===== src/rtl/nicirq_pkg.sv =====
package nicirq_pkg;

    localparam int BYTE_W       = 8;
    localparam int LOW_W        = 4;

    localparam int POS_CMD_DONE = 7;
    localparam int POS_FRAME_RX = 6;
    localparam int POS_CU_IDLE  = 5;
    localparam int POS_RX_STALL = 4;

    localparam int POS_GLOBAL_OFF = 0;

    typedef enum logic {
        LINE_QUIET  = 1'b0,
        LINE_RAISED = 1'b1
    } line_state_e;

    typedef enum logic {
        SEL_ACK  = 1'b0,
        SEL_MASK = 1'b1
    } reg_sel_e;

endpackage


===== src/rtl/irq_sticky_status.sv =====
module irq_sticky_status #(
    parameter int DATA_W = 8
) (
    input  logic              clk,
    input  logic              rst_n,
    input  logic [DATA_W-1:0] post_vec,
    input  logic              clr_en,
    input  logic [DATA_W-1:0] clr_vec,
    output logic [DATA_W-1:0] status_q,
    output logic [DATA_W-1:0] status_next
);

    logic [DATA_W-1:0] clr_eff;

    // Clear first, then post: a same-cycle post wins over a clear.
    always_comb begin
        clr_eff     = clr_en ? clr_vec : '0;
        status_next = (status_q & ~clr_eff) | post_vec;
    end

    always_ff @(posedge clk or negedge rst_n) begin
        if (!rst_n) begin
            status_q <= '0;
        end else begin
            status_q <= status_next;
        end
    end

endmodule


===== src/rtl/irq_mask_gate.sv =====
module irq_mask_gate #(
    parameter int DATA_W   = 8,
    parameter int BYPASS_W = 4,
    parameter int GLOBAL_B = 0
) (
    input  logic              clk,
    input  logic              rst_n,
    input  logic              mask_wr,
    input  logic [DATA_W-1:0] mask_wdata,
    input  logic [DATA_W-1:0] status_next,
    output logic [DATA_W-1:0] mask_q,
    output logic              want_irq
);

    localparam logic [DATA_W-1:0] BYPASS_MASK =
        {{(DATA_W-BYPASS_W){1'b0}}, {BYPASS_W{1'b1}}};

    logic [DATA_W-1:0] mask_next;
    logic [DATA_W-1:0] pass_vec;
    logic [DATA_W-1:0] eff_vec;

    always_comb begin
        mask_next = mask_wr ? mask_wdata : mask_q;
    end

    // Per-bit enable: low bits always pass, upper bits follow the mask.
    for (genvar b = 0; b < DATA_W; b++) begin : g_pass
        if (b < BYPASS_W) begin : g_bypass
            assign pass_vec[b] = 1'b1;
        end else begin : g_masked
            assign pass_vec[b] = ~mask_next[b];
        end
    end

    always_comb begin
        eff_vec  = status_next & pass_vec & (BYPASS_MASK | ~mask_next);
        want_irq = (|eff_vec) & ~mask_next[GLOBAL_B];
    end

    always_ff @(posedge clk or negedge rst_n) begin
        if (!rst_n) begin
            mask_q <= '0;
        end else begin
            mask_q <= mask_next;
        end
    end

endmodule


===== src/rtl/irq_line_fsm.sv =====
module irq_line_fsm
    import nicirq_pkg::*;
(
    input  logic clk,
    input  logic rst_n,
    input  logic want_irq,
    output logic irq
);

    line_state_e state_q;
    line_state_e state_d;

    always_comb begin
        state_d = state_q;
        unique case (state_q)
            LINE_QUIET: begin
                if (want_irq) begin
                    state_d = LINE_RAISED;   // ASSERT
                end
            end
            LINE_RAISED: begin
                if (!want_irq) begin
                    state_d = LINE_QUIET;    // RELEASE
                end
            end
            default: state_d = LINE_QUIET;
        endcase
    end

    always_ff @(posedge clk or negedge rst_n) begin
        if (!rst_n) begin
            state_q <= LINE_QUIET;
        end else begin
            state_q <= state_d;
        end
    end

    always_comb begin
        irq = (state_q == LINE_RAISED);
    end

endmodule


===== src/rtl/nic_irq_ctrl.sv =====
module nic_irq_ctrl
    import nicirq_pkg::*;
#(
    parameter int DATA_W   = BYTE_W,
    parameter int BYPASS_W = LOW_W
) (
    input  logic              clk,
    input  logic              rst_n,
    input  logic              ev_cmd_done,
    input  logic              ev_frame_rx,
    input  logic              ev_cu_idle,
    input  logic              ev_rx_stall,
    input  logic [BYPASS_W-1:0] ev_low,
    input  logic              reg_wr,
    input  logic              reg_sel,
    input  logic [DATA_W-1:0] reg_wdata,
    output logic [DATA_W-1:0] reg_rdata,
    output logic              irq
);

    logic [DATA_W-1:0] post_vec;
    logic [DATA_W-1:0] status_q;
    logic [DATA_W-1:0] status_next;
    logic [DATA_W-1:0] mask_q;
    logic              ack_wr;
    logic              mask_wr;
    logic              want_irq;

    always_comb begin
        post_vec               = '0;
        post_vec[BYPASS_W-1:0] = ev_low;
        post_vec[POS_CMD_DONE] = ev_cmd_done;
        post_vec[POS_FRAME_RX] = ev_frame_rx;
        post_vec[POS_CU_IDLE]  = ev_cu_idle;
        post_vec[POS_RX_STALL] = ev_rx_stall;
    end

    always_comb begin
        ack_wr  = reg_wr && (reg_sel == SEL_ACK);
        mask_wr = reg_wr && (reg_sel == SEL_MASK);
    end

    irq_sticky_status #(
        .DATA_W (DATA_W)
    ) u_status (
        .clk         (clk),
        .rst_n       (rst_n),
        .post_vec    (post_vec),
        .clr_en      (ack_wr),
        .clr_vec     (reg_wdata),
        .status_q    (status_q),
        .status_next (status_next)
    );

    irq_mask_gate #(
        .DATA_W   (DATA_W),
        .BYPASS_W (BYPASS_W),
        .GLOBAL_B (POS_GLOBAL_OFF)
    ) u_gate (
        .clk         (clk),
        .rst_n       (rst_n),
        .mask_wr     (mask_wr),
        .mask_wdata  (reg_wdata),
        .status_next (status_next),
        .mask_q      (mask_q),
        .want_irq    (want_irq)
    );

    irq_line_fsm u_line (
        .clk      (clk),
        .rst_n    (rst_n),
        .want_irq (want_irq),
        .irq      (irq)
    );

    always_comb begin
        reg_rdata = (reg_sel == SEL_MASK) ? mask_q : status_q;
    end

endmodule


===== config.mk =====
export PLATFORM = sky130hd
export DESIGN_NAME = nic_irq_ctrl
export DESIGN_NICKNAME = d
export VERILOG_FILES = /design/src/rtl/nicirq_pkg.sv /design/src/rtl/irq_sticky_status.sv /design/src/rtl/irq_mask_gate.sv /design/src/rtl/irq_line_fsm.sv /design/src/rtl/nic_irq_ctrl.sv
export SDC_FILE = /design/constraint.sdc
export NUM_CORES = 1
export LEC_CHECK = 0
export BUFFER_PORTS_ARGS = -buffer_cell sky130_fd_sc_hd__clkbuf_2
export CORE_AREA = 2 2 44 46
export CTS_CLUSTER_DIAMETER = 40
export DETAILED_ROUTE_END_ITERATION = 7
export DIE_AREA = 0 0 46 48
export GPL_TIMING_DRIVEN = 1
export PLACE_DENSITY = 0.79
export SLEW_MARGIN = 0
export SYNTH_ARGS = -nofsm -noshare
export SYNTH_HDL_FRONTEND = slang
export SYNTH_SLANG_ARGS = --single-unit

===== constraint.sdc =====
create_clock -name clk -period 2.5 [get_ports clk]
set_clock_uncertainty 0.05 [all_clocks]
set_input_delay 0.5 -clock clk [delete_from_list [all_inputs] [get_ports clk]]
set_output_delay 0.5 -clock clk [all_outputs]
set_load 0.05 [all_outputs]

==> Word-level counts from Yosys, hierarchy flattened <==
Index checks and enable logic that the tools add are counted.
{ "totals": {"regBits": 17, "inputBits": 20, "elab_cells": 23} }
{ "op_classes": {"muxes": 4, "n_bitwise": 13, "reduce_logical": 3} }
{ "ops": {"columns": ["op", "count"], "rows": [
  ["$and A8 B8 Y8", 3],
  ["$mux W8", 3],
  ["$not A8 Y8", 2],
  ["$or A8 B8 Y8", 1],
  ["$reduce_or A8 Y1", 1],
  ["$not A1 Y1", 6],
  ["$logic_and A1 B1 Y1", 2],
  ["$and A1 B1 Y1", 1],
  ["$mux W1", 1]
]} }

==> Logic depth before layout (Yosys ltp) <==
{ "logic_depth": {"word_depth": 11, "mapped_depth": 5, "ltp_nobuf": 4} }

==> Modules after synthesis <==
A second synthesis with hierarchy kept.
{ "unflattened": {"hier_cells": 63, "hier_area_um2": 818.3} }
{ "modules_own_cells": {"columns": ["mod", "n_inst", "cells_per_inst", "area_per_inst_um2", "seq_area_each_um2"], "rows": [
  ["irq_mask_gate", 1, 26, 347.8, 200.2],
  ["irq_sticky_status", 1, 25, 297.8, 200.2],
  ["nic_irq_ctrl", 1, 11, 147.6, 0.0],
  ["irq_line_fsm", 1, 1, 25.0, 25.0]
]} }

==> Worst setup path before layout <==
No wires, ideal clock.
{ "synth_path": {"kind": "input port to output port", "start": "in reg_sel", "end": "out reg_rdata[0]", "arrival_ns": 1.293, "required_time_ns": 1.950, "slack_ns": 0.657, "path_stages": 3, "n_path_buf": 2, "cell_sequence": "buf_4 buf_2 mux2_2"} }
{ "synth_between": {"elab_chain_cells": 1} }
{ "synth_rtl": {"columns": ["element", "line_no", "source"], "rows": [
  ["start: declaration", "nic_irq_ctrl.sv:15", "input logic reg_sel,"],
  ["$mux W8", "nic_irq_ctrl.sv:77", "reg_rdata = (reg_sel == SEL_MASK) ? mask_q : status_q;"],
  ["end: declaration", "nic_irq_ctrl.sv:17", "output logic [DATA_W-1:0] reg_rdata,"]
]} }
No other way between the ends.

==> Worst setup path in the final report <==
{ "layout_path": {"start": "in reg_sel", "end": "out reg_rdata[3]"} }
Same word-level chain as after synthesis.

==> metrics.md <==
| Metric | Value |
|---|---|
| Hpwl dp | `between 1000 and 1500 um` |
| Slack of the critical path | `about 0.48 ns` |
| Vias per cell | `approximately 5.5` |
| Largest net degree at the start of global routing | `22` |
| Met1 Track Usage GR | `22.6%` |
| Final cycle utilization of the critical path | `between 80% and 90%` |
| Synth Flop Type | `dfrtp_1` |
| Global-route wire length before repair | `2680 um` |
| Leak Pwr | `0.464 nW` |
| I/O Buffers | `28` |
| GR Util met2 | `between 20% and 30%` |
| CP max FO | `21` |
| Non-filler cells, final | `between 100 and 150` |
| Core area | `1690 um^2` |
| Total wire length | `1680 um` |
| Tmin final | `2.02 ns` |
| Area of the multi-input gates | `around 400 um^2` |
| Kind of critical path | `in2out` |
| H-tree depth | `1` |
| Relative slew margins | `72.0%` |
| Worst-Margin Slew | `0.421 ns` |
| Share of layout cells above drive strength 1 | `43.9%` |
| Inst Count DP | `120` |
| Die Ht | `48 um` |
| Tot Pwr | `0.000645 W` |
| Power per cell area | `634 nW/um^2` |
| Count of final max-slew check failures | `0` |
| Hold Vio Cnt, Final | `0` |
| Synthesized area | `853 um^2` |
| Synth cell types | `19` |
| P&R area growth vs syn | `19.4%` |
| Chip Width | `around 46 um` |
| Async set-reset flop share out of synthesis | `between 90% and 100%` |
| DRC errors left | `0` |
| Seq pwr share | `slightly below 50%` |
| Initial antenna violation count | `0` |
| DRC violation total after the first TritonRoute iteration | `8` |
| Clk slew on worst S/H paths | `0.10 ns` |
| Syn Nets | `98` |
| Setup crit start kind | `input pin` |
| Drt wl/cell | `13.5 um` |
| Clock Root Buffer | `clkbuf_4` |
| Die area | `2210 um^2` |
| Top Usage Layer GRT | `met2` |
| Setup Viol. Count Final | `0` |
| Synth warnings | `0` |
| RSZ-0062 raised after global routing | `false` |
| Post-CTS Setup Bufs | `0` |
| Int Power | `0.000423 W` |
| Register bit count reported by yosys | `17` |
| Syn Area/Cell | `10.9 um^2` |
| Count leader, synth | `dfrtp_1` |
| Worst r2r path cells | `3` |
| Final net count | `128` |
| Register area | `425 um^2` |
| Initial core utilization | `50.5%` |
| Vias in the first global route | `644` |
| Status | `finished clean` |
| Resized Gates After CTS | `0` |
| M3 GR Usage | `2.26%` |
| CTS tree | `done` |
| Ant diodes | `0` |
| Dominant cells by area after synthesis | `dfrtp_1, mux2_2, a21o_1` |
| CP Capture Type | `output port` |
| I/O pins | `29` |
| Pre-antenna DRT Iters | `4` |
| Clock Latency Late Sink | `0.29 ns` |
| Synth area leader | `dfrtp_1` |
| Synth top area share | `49.9%` |
| Clk buf depth | `2` |
| Class of the worst hold path | `in2async` |
| Max-Cap Viols | `0` |
| Synth Instances | `78` |
| Hold_buf cts | `0` |
| Setup TNS Final | `0 ns` |
| ANT nets after route | `0` |
| Max VDD drop | `0.000393 V` |
| Post-synth EDFFs | `0` |
| GRT Total Usage | `between 15 and 20%` |
| Clk sinks | `17` |
| Psw | `0.000222 W` |
| DR vias | `roughly 680` |
| Sw Ratio | `34.4%` |
| Clk pwr share | `23.0%` |
| Num CTS Buffers | `3` |
| Synth cell count leaders | `dfrtp_1, mux2_2, nand2_1` |
| Post-place setup slack | `0.480 ns` |
| Overflow after GRT | `0` |
| Sequential share of the synthesized area | `49.9%` |
| Logic gate share of total power | `28.0%` |
| Worst EP arrival | `roughly 1.5 ns` |
| GP Congestion | `0.697` |
| WP data required | `just under 2 ns` |
| Achievable Freq | `slightly below 500 MHz` |
| Row Count | `15` |
| Final Hold Slack | `slightly above 0.07 ns` |
| Number of fill cells | `158` |
==> worst paths after layout <==
path                                                startpoint                        endpoint  slack, ns
max in group asynchronous                                rst_n  u_status.status_q[0]$_DFF_PN0_       2.03
min in group clk                                   ev_rx_stall  u_status.status_q[4]$_DFF_PN0_       0.36
worst max register to register  u_status.status_q[2]$_DFF_PN0_            u_line.irq$_DFF_PN0_       1.37
worst max-delay path                                   reg_sel                    reg_rdata[3]       0.48
worst min register to register      u_gate.mask_q[6]$_DFF_PN0_      u_gate.mask_q[6]$_DFF_PN0_       0.45
worst min-delay path                                     rst_n      u_gate.mask_q[7]$_DFF_PN0_       0.07
==> power by group through the flow <==
stage               sequential [W]  clock [W]  combinational [W]
floorplan                 0.000325          0           0.000128
global placement          0.000320          0           0.000179
detailed placement        0.000321          0           0.000182
CTS                       0.000316   0.000151           0.000183
global route              0.000319   0.000161           0.000194
finish                    0.000316   0.000149           0.000181
==> stage by stage <==
stage,area [um^2],utilization (%)
after CTS,1020,60.3
final,1020,60.3
after floorplan,853,-
after global routing,1020,60.3
after detailed placement,991,58.7
after global placement,991,58.7
==> cell type report <==
type | count | share of cell area, %
Tap cell | 17 | 2.09
Clock inverter | 1 | 0.491
Inverter | 1 | 0.369
Clock buffer | 3 | 2.21
Multi-Input combinational cell | 57 | 39.3
Sequential cell | 17 | 41.8
Timing Repair Buffer | 28 | 13.8
==> per-layer routing <==
metal / wire length (um) / up-vias
li1: - / 335
met1: 750 / 320
met2: 797 / 27
met3: 116 / 2
met4: 10 / 0
met5: 0 / -
==> critical path: stages <==
cell and delay [ns]:
clkbuf_2 0.35, mux2_2 0.39, clkbuf_2 0.24
==> kinds of logic (layout without fill, tap and decap cells) <==
group | after synthesis | in the layout | synth area share (%)
simple gates | 29 | 29 | 17.4
flops | 17 | 17 | 49.9
compound gates | 15 | 15 | 12.3
mux | 13 | 13 | 17.2
buf+inv | 4 | 33 | 3.23
==> placed cells by master (no fill, tap or decap), types with 2 or more instances in the layout <==
master | Yosys | final
nand3_1 | 3 | 3
nand3b_1 | 4 | 4
nand2_1 | 12 | 12
a21o_1 | 7 | 7
a31oi_1 | 4 | 4
nand2b_1 | 3 | 3
a22oi_1 | 2 | 2
nor2_1 | 4 | 4
dfrtp_1 | 17 | 17
clkbuf_2 | 0 | 28
mux2_2 | 13 | 13
clkbuf_4 | 0 | 3
(Power assumes the default switching activity.)
